$ cat config.mk
export PLATFORM = sky130hd
export DESIGN_NAME = intr_accept_unit
export DESIGN_NICKNAME = d
export VERILOG_FILES = /design/src/rtl/ia_pkg.sv /design/src/rtl/ia_nmi_edge.sv /design/src/rtl/ia_level_arb.sv /design/src/rtl/intr_accept_unit.sv
export SDC_FILE = /design/constraint.sdc
export NUM_CORES = 1
export LEC_CHECK = 0
export CAP_MARGIN = 20
export CELL_PAD_IN_SITES_DETAIL_PLACEMENT = 0
export CELL_PAD_IN_SITES_GLOBAL_PLACEMENT = 1
export CORE_ASPECT_RATIO = 1.25
export CORE_MARGIN = 4
export CORE_UTILIZATION = 40
export DETAILED_ROUTE_END_ITERATION = 8
export GPL_TIMING_DRIVEN = 0
export PLACE_DENSITY_LB_ADDON = 0.2
export SLEW_MARGIN = 5
export SYNTH_ARGS = -nofsm -noshare
export SYNTH_HDL_FRONTEND = slang
export SYNTH_SLANG_ARGS = --single-unit
$ cat constraint.sdc
create_clock -name clk -period 9.15 [get_ports clk]
set_input_delay 2.745 -clock clk [delete_from_list [all_inputs] [get_ports clk]]
set_output_delay 2.745 -clock clk [all_outputs]
set_load 0.01 [all_outputs]
$ cat src/rtl/ia_pkg.sv
package ia_pkg;
    localparam int ADDR_W = 24;
    localparam int FLG_W  = 16;
    localparam int LVL_W  = 3;
    localparam int VNUM_W = 8;

    localparam int F_C  = 0;
    localparam int F_D  = 1;
    localparam int F_I  = 6;
    localparam int F_U  = 7;
    localparam int IPL_LO = 12;
    localparam int IPL_HI = 14;

    localparam logic [FLG_W-1:0] FLG_LIVE = 16'h70FF;

    typedef enum logic [2:0] {
        K_NONE = 3'd0,
        K_NMI  = 3'd1,
        K_STEP = 3'd2,
        K_FAST = 3'd3,
        K_MASK = 3'd4,
        K_SOFT = 3'd5,
        K_RET  = 3'd6
    } take_kind_e;

    typedef struct packed {
        logic [FLG_W-1:0]  flg;
        logic [FLG_W-1:0]  svf;
        logic [ADDR_W-1:0] svp;
        logic [ADDR_W-1:0] vct;
        logic [ADDR_W-1:0] intb;
        logic              tv;
        take_kind_e        tk;
        logic [ADDR_W-1:0] tt;
    } ia_state_t;
endpackage

$ cat src/rtl/ia_nmi_edge.sv
module ia_nmi_edge (
    input  logic clk,
    input  logic rst_n,
    input  logic nmi_n,
    input  logic clr,
    output logic pend
);
    typedef struct packed {
        logic prev;
        logic hold;
    } nmi_st_t;

    nmi_st_t s_d, s_q;
    logic    fall;

    always_comb begin
        fall      = s_q.prev & ~nmi_n;
        pend      = s_q.hold | fall;
        s_d.prev  = nmi_n;
        s_d.hold  = pend & ~clr;
    end

    always_ff @(posedge clk or negedge rst_n) begin
        if (!rst_n) begin
            s_q.prev <= 1'b1;
            s_q.hold <= 1'b0;
        end else begin
            s_q <= s_d;
        end
    end

    // a latched event survives until the consumer clears it
    p_nmi_hold_r7: assert property (@(posedge clk) disable iff (!rst_n)
        (s_q.hold && !clr) |=> s_q.hold);
endmodule

$ cat src/rtl/ia_level_arb.sv
module ia_level_arb #(
    parameter int NSRC = 4,
    parameter int LW   = 3,
    parameter int IW   = 2
) (
    input  logic [NSRC-1:0]    vld,
    input  logic [NSRC*LW-1:0] lvl,
    input  logic [LW-1:0]      floor_lvl,
    input  logic               en,
    output logic               hit,
    output logic [IW-1:0]      idx,
    output logic [LW-1:0]      win_lvl
);
    logic [NSRC-1:0] elig;
    logic [LW-1:0]   lv [NSRC];

    generate
        for (genvar g = 0; g < NSRC; g++) begin : g_elig
            assign lv[g]   = lvl[g*LW +: LW];
            assign elig[g] = en & vld[g] & (lv[g] > floor_lvl);
        end
    endgenerate

    // descending scan with >= leaves the lowest index on equal levels
    always_comb begin
        hit     = |elig;
        idx     = '0;
        win_lvl = '0;
        for (int k = NSRC - 1; k >= 0; k--) begin
            if (elig[k] && (lv[k] >= win_lvl)) begin
                idx     = IW'(k);
                win_lvl = lv[k];
            end
        end
    end

    always_comb begin
        if (hit) begin
            a_win_above_floor_r3: assert (win_lvl > floor_lvl);
        end
    end
endmodule

$ cat src/rtl/intr_accept_unit.sv
module intr_accept_unit
    import ia_pkg::*;
#(
    parameter int               NSRC        = 4,
    parameter int               HW_VEC_BASE = 8,
    parameter int               SWI_U_LIMIT = 32,
    parameter logic [23:0]      STEP_VEC    = 24'hFFFFEC,
    parameter logic [23:0]      NMI_VEC     = 24'hFFFFF8
) (
    input  logic                  clk,
    input  logic                  rst_n,
    input  logic                  boundary,
    input  logic [23:0]           insn_pc,
    input  logic [NSRC-1:0]       req_vld,
    input  logic [3*NSRC-1:0]     req_lvl,
    input  logic                  fast_req,
    input  logic                  nmi_n,
    input  logic                  swi_req,
    input  logic [5:0]            swi_num,
    input  logic                  ret_fast,
    input  logic                  flg_we,
    input  logic [15:0]           flg_wdata,
    input  logic                  vct_we,
    input  logic                  intb_we,
    input  logic [23:0]           reg_wdata,
    output logic                  take_vld,
    output logic [2:0]            take_kind,
    output logic [23:0]           take_tgt,
    output logic [15:0]           flg
);
    localparam int IW = (NSRC > 1) ? $clog2(NSRC) : 1;

    ia_state_t st_d, st_q;

    logic              nmi_pend;
    logic              nmi_take;
    logic              arb_hit;
    logic [IW-1:0]     arb_idx;
    logic [LVL_W-1:0]  arb_lvl;
    logic [LVL_W-1:0]  cur_ipl;

    function automatic logic [ADDR_W-1:0] tbl_addr(input logic [ADDR_W-1:0] base,
                                                   input logic [VNUM_W-1:0] num);
        return base + {{(ADDR_W-VNUM_W-2){1'b0}}, num, 2'b00};
    endfunction

    assign cur_ipl  = st_q.flg[IPL_HI:IPL_LO];
    assign nmi_take = boundary & nmi_pend & ~ret_fast;

    ia_nmi_edge u_nmi (
        .clk   (clk),
        .rst_n (rst_n),
        .nmi_n (nmi_n),
        .clr   (nmi_take),
        .pend  (nmi_pend)
    );

    ia_level_arb #(
        .NSRC (NSRC),
        .LW   (LVL_W),
        .IW   (IW)
    ) u_arb (
        .vld       (req_vld),
        .lvl       (req_lvl),
        .floor_lvl (cur_ipl),
        .en        (st_q.flg[F_I]),
        .hit       (arb_hit),
        .idx       (arb_idx),
        .win_lvl   (arb_lvl)
    );

    always_comb begin
        logic [FLG_W-1:0] hw_flg;
        logic             step_hit;
        logic             fast_hit;
        logic             mask_hit;

        st_d    = st_q;
        st_d.tv = 1'b0;
        st_d.tk = K_NONE;
        st_d.tt = '0;

        step_hit = boundary & st_q.flg[F_D];
        fast_hit = boundary & fast_req & st_q.flg[F_I] & (cur_ipl != 3'd7);
        mask_hit = boundary & arb_hit;

        hw_flg        = st_q.flg;
        hw_flg[F_I]   = 1'b0;
        hw_flg[F_U]   = 1'b0;

        if (ret_fast) begin
            st_d.flg = st_q.svf;
            st_d.tv  = 1'b1;
            st_d.tk  = K_RET;
            st_d.tt  = st_q.svp;
        end else if (nmi_take) begin
            hw_flg[IPL_HI:IPL_LO] = 3'd7;
            st_d.flg = hw_flg;
            st_d.tv  = 1'b1;
            st_d.tk  = K_NMI;
            st_d.tt  = NMI_VEC;
        end else if (step_hit) begin
            hw_flg[F_D] = 1'b0;
            st_d.flg = hw_flg;
            st_d.tv  = 1'b1;
            st_d.tk  = K_STEP;
            st_d.tt  = STEP_VEC;
        end else if (fast_hit) begin
            hw_flg[IPL_HI:IPL_LO] = 3'd7;
            st_d.svf = st_q.flg;
            st_d.svp = insn_pc;
            st_d.flg = hw_flg;
            st_d.tv  = 1'b1;
            st_d.tk  = K_FAST;
            st_d.tt  = st_q.vct;
        end else if (mask_hit) begin
            hw_flg[IPL_HI:IPL_LO] = arb_lvl;
            st_d.flg = hw_flg;
            st_d.tv  = 1'b1;
            st_d.tk  = K_MASK;
            st_d.tt  = tbl_addr(st_q.intb, VNUM_W'(HW_VEC_BASE) + VNUM_W'(arb_idx));
        end else if (swi_req) begin
            st_d.flg[F_I] = 1'b0;
            if ({2'b00, swi_num} < VNUM_W'(SWI_U_LIMIT)) begin
                st_d.flg[F_U] = 1'b0;
            end
            st_d.tv  = 1'b1;
            st_d.tk  = K_SOFT;
            st_d.tt  = tbl_addr(st_q.intb, {2'b00, swi_num});
        end else if (flg_we) begin
            st_d.flg = flg_wdata & FLG_LIVE;
        end

        if (vct_we) begin
            st_d.vct = reg_wdata;
        end
        if (intb_we) begin
            st_d.intb = reg_wdata;
        end
    end

    always_ff @(posedge clk or negedge rst_n) begin
        if (!rst_n) begin
            st_q.flg  <= '0;
            st_q.svf  <= '0;
            st_q.svp  <= '0;
            st_q.vct  <= '0;
            st_q.intb <= '0;
            st_q.tv   <= 1'b0;
            st_q.tk   <= K_NONE;
            st_q.tt   <= '0;
        end else begin
            st_q <= st_d;
        end
    end

    assign take_vld  = st_q.tv;
    assign take_kind = st_q.tk;
    assign take_tgt  = st_q.tt;
    assign flg       = st_q.flg;

    p_rsvd_zero_r2: assert property (@(posedge clk) disable iff (!rst_n)
        (flg & ~FLG_LIVE) == '0);

    p_mask_above_ipl_r3: assert property (@(posedge clk) disable iff (!rst_n)
        (take_vld && take_kind == K_MASK) |->
            ($past(flg[F_I]) && (flg[IPL_HI:IPL_LO] > $past(flg[IPL_HI:IPL_LO]))));

    p_hw_clears_iu_r5: assert property (@(posedge clk) disable iff (!rst_n)
        (take_vld && (take_kind == K_NMI || take_kind == K_STEP ||
                      take_kind == K_FAST || take_kind == K_MASK)) |->
            (!flg[F_I] && !flg[F_U]));

    p_step_clears_d_r6: assert property (@(posedge clk) disable iff (!rst_n)
        (take_vld && take_kind == K_STEP) |-> !flg[F_D]);

    p_nmi_ipl_top_r7: assert property (@(posedge clk) disable iff (!rst_n)
        (take_vld && take_kind == K_NMI) |-> (flg[IPL_HI:IPL_LO] == 3'd7));

    p_kind_valid_r13: assert property (@(posedge clk) disable iff (!rst_n)
        take_vld |-> (take_kind != K_NONE));
endmodule

==> run summary <==
• **Tcrit/Tclk final** 96.6%
• **area of the multi-input gates** 3710 µm²
• **# placed instances** 1,133
• **synthesized instance count** 773
• **GRT Overall Usage** 21.3%
• **share of flip-flops with an asynchronous set or reset** 100%
• **crit path kind** primary input to register
• **DRT Pass-1 Iters** 5
• **n_diodes** 0
• **average detailed-routed wire length per instance** 18.5 µm
• **count of final max-slew check failures** 0
• **worst vdd rail ir drop** 0.127 mV
• **total grt overflow** 0
• **DRT iter0 DRCs** 345
• **drt via density** 5.34
• **required time of the worst setup path** 9.46 ns
• **final RePlAce weighted congestion** 0.878
• **Filler Cells Inserted** 1,654
• **worst skew pair latency** 0.43 ns
• **Synth Area per Inst** 9.68 µm²
• **post-CTS clock slew at the launch and capture registers of the worst setup and hold paths** 0.06 ns
• **slowest stage cell, crit path** sky130_fd_sc_hd__fa_2
• **dominant cell type by area after synthesis** sky130_fd_sc_hd__dfrtp_1
• **final setup violation count** 0
• **leading register cell type out of synthesis** sky130_fd_sc_hd__dfrtp_1
• **Synth Net Count** 899
• **most frequent CP cell** sky130_fd_sc_hd__ha_1
• **clock tree from TritonCTS** built
• **critical path capture point type** register
• **critical path startpoint category** primary input
• **area fraction of the dominant cell type after synthesis** 44.5%
• **wire length of the first global-routing pass** 34.5 mm
• **initial cell density of the core** 41.0%
• **top area cells in the synthesized netlist** sky130_fd_sc_hd__dfrtp_1 44%, sky130_fd_sc_hd__mux2_2 7.8%, sky130_fd_sc_hd__nand2_1 7.1%
• **pin count of the biggest net entering global routing** 82
• **final non-filler cell total** 1,186
• **count of boundary I/O pins** 140
• **Post-synth EDFFs** 0
• **largest fanout of any net on the critical path** 6
• **via count of the first global-routing pass** 6,454
• **number of unique standard cell types used by synthesis** 66
• **Power Dens Cells** 225 nW/µm²
• **I/O Buffers** 131
• **width of the chip** 130 µm
• **register area** 3350 µm²
• **number of buffers on the longest clock path** 2
• **DRC viols** 0
• **number of hold violations in the final report** 0
• **min cycle time layout** 8.84 ns
• **share of post-route cells with drive strength above 1** 20.5%
• **nets@finish** 1,071
• **stage delay of the slowest cell on the critical path** 0.36 ns
• **most common cell in the synthesized netlist** sky130_fd_sc_hd__nand2_1
• **Cell Rows** 55
• **Sinks on Clock Net** 134
• **depth of the worst hold-timing path** 1
• **post-layout util** 55.1%
• **total via count in the routed design** 6,335
• **run status** complete, no violations
• **critical path arrival** 9.15 ns
• **number of warnings reported in the yosys synthesis log** 0
• **number of clock buffers inserted by TritonCTS** 17
• **maximum achievable frequency** 0.113 GHz
• **Hold/Removal Path Class** register to register
• **most frequent cells after synthesis** 141 x sky130_fd_sc_hd__nand2_1, 133 x sky130_fd_sc_hd__dfrtp_1, 52 x sky130_fd_sc_hd__mux2_2
• **CORE AREA** 18,200 µm²
• **die footprint** 21,000 µm²
• **Yosys reg bits** 134
• **Routed Wire Length** 22.0 mm
• **remaining max-slew budget at the tightest pin** 31.8%
• **HPWL reported at the end of detailed placement** 15.8 mm
• **vertical die dimension** 161 µm
• **Area growth, synth to finish** 34.2%
• **Post-Syn Area** 7480 µm²
• **root buffer cell** sky130_fd_sc_hd__clkbuf_16
• **FF-to-FF path depth** 36
• **hold buffer count at CTS** 0
• **Final TNS setup** 0 ns
• **standby leakage power** 4.50 nW
• **ANT nets after route** 0
• **worst hold margin** 0.474 ns
• **sum of internal, switching and leakage power** 2.26 mW
• **number of violations of the max-capacitance limit** 0
• **Seq/Total Area, Yosys** 44.8%
• **maximum clock skew at final layout** 0.0105 ns
• **antenna violations before repair** 0
• **Clock H-tree levels** 4
• **slew at the pin with the worst max-slew slack** 1.02 ns
[cell type report]
class                           count  share of cell area (%)
Multi-Input combinational cell    534                    36.9
Buffer                             83                    4.83
Clock buffer                       19                    4.41
Clock inverter                     13                    1.89
Tap cell                          228                    2.84
Inverter                           21                   0.785
Sequential cell                   134                    33.4
Timing Repair Buffer              154                    14.9
[worst paths after layout]
path / end / slack [ns] / from
worst max-delay path: take_tgt[20]$_DFF_PN0_ / 0.31 / req_lvl[9]
worst min-delay path: st_q[106]$_DFFE_PN0P_ / 0.47 / st_q[106]$_DFFE_PN0P_
worst max register to register: take_tgt[20]$_DFF_PN0_ / 2.24 / flg[13]$_DFFE_PN0P_
worst min register to register: st_q[106]$_DFFE_PN0P_ / 0.47 / st_q[106]$_DFFE_PN0P_
max in group asynchronous: st_q[49]$_DFFE_PN0P_ / 6.09 / rst_n
min in group asynchronous: st_q[107]$_DFFE_PN0P_ / 2.28 / rst_n
[metrics by stage]
stage / worst slack [ns] / area, µm²
after global routing: -0.0124 / 10000
final: 0.311 / 10000
after detailed placement: -1.72 / 9110
after CTS: 0.185 / 10000
after floorplan: 0.0402 / 7480
after global placement: -1.71 / 9080
[flip-flops by register name (all words and copies together), names as in the netlist]
name	cells
take_vld	1
u_nmi.s_q	2
flg	16
take_tgt	24
st_q	88
take_kind	3
[logic make-up (layout without fill, tap and decap cells)]
| group | after synthesis | in the layout | share of synthesized area, % |
|---|---|---|---|
| and+or+nand+nor | 274 | 274 | 16.4 |
| AOI/OAI and AO/OA | 141 | 141 | 13.7 |
| DFF | 134 | 134 | 44.8 |
| buffers and inverters | 105 | 290 | 7.69 |
| muxes | 54 | 54 | 8.09 |
| xor gates and xnor gates | 35 | 35 | 4.10 |
| adders and majority gates | 30 | 30 | 5.22 |
[critical path, delay by kind of cell]
| family | cells | cell delay (ns) |
|---|---|---|
| xor gates and xnor gates | 1 | 0.17 |
| muxes | 2 | 0.61 |
| adders and majority gates | 6 | 1.53 |
| AOI/OAI and AO/OA | 9 | 1.73 |
| buffers and inverters | 5 | 0.53 |
| and+or+nand+nor | 14 | 1.81 |
[routing by layer]
layer  wire length [µm]  vias up  global-route usage [%]
met5                  0        -                       0
met3               1280       32                    4.22
li1                   -     3032                       -
met2              11500      183                    37.2
met4                415        0                    6.50
met1               8820     3088                    26.4
[cell usage in the layout, fill, tap and decap left out, types with 22 or more instances in the layout]
master / Yosys / final
sky130_fd_sc_hd__clkdlybuf4s50_1: 0 / 127
sky130_fd_sc_hd__nand2_1: 141 / 140
sky130_fd_sc_hd__a21oi_1: 24 / 22
sky130_fd_sc_hd__buf_4: 43 / 64
sky130_fd_sc_hd__dfrtp_1: 133 / 133
sky130_fd_sc_hd__clkbuf_1: 33 / 34
sky130_fd_sc_hd__nor2_1: 44 / 42
sky130_fd_sc_hd__nand3_1: 26 / 22
sky130_fd_sc_hd__mux2_2: 52 / 50
sky130_fd_sc_hd__ha_1: 28 / 25
[where the power goes]
| group | leakage [nW] | switching [mW] | internal (mW) |
|---|---|---|---|
| combinational | 2.54 | 0.338 | 0.368 |
| clock | 0.309 | 0.274 | 0.467 |
| sequential | 1.65 | 0.0847 | 0.724 |
[timing repair]
action / CTS / global route
pin swaps: 21 / 13
endpoints found under the setup margin: 20 / 16
buffers inserted: 19 / 3
resized for setup: 33 / 8
Power figures use the tool's default switching activity.
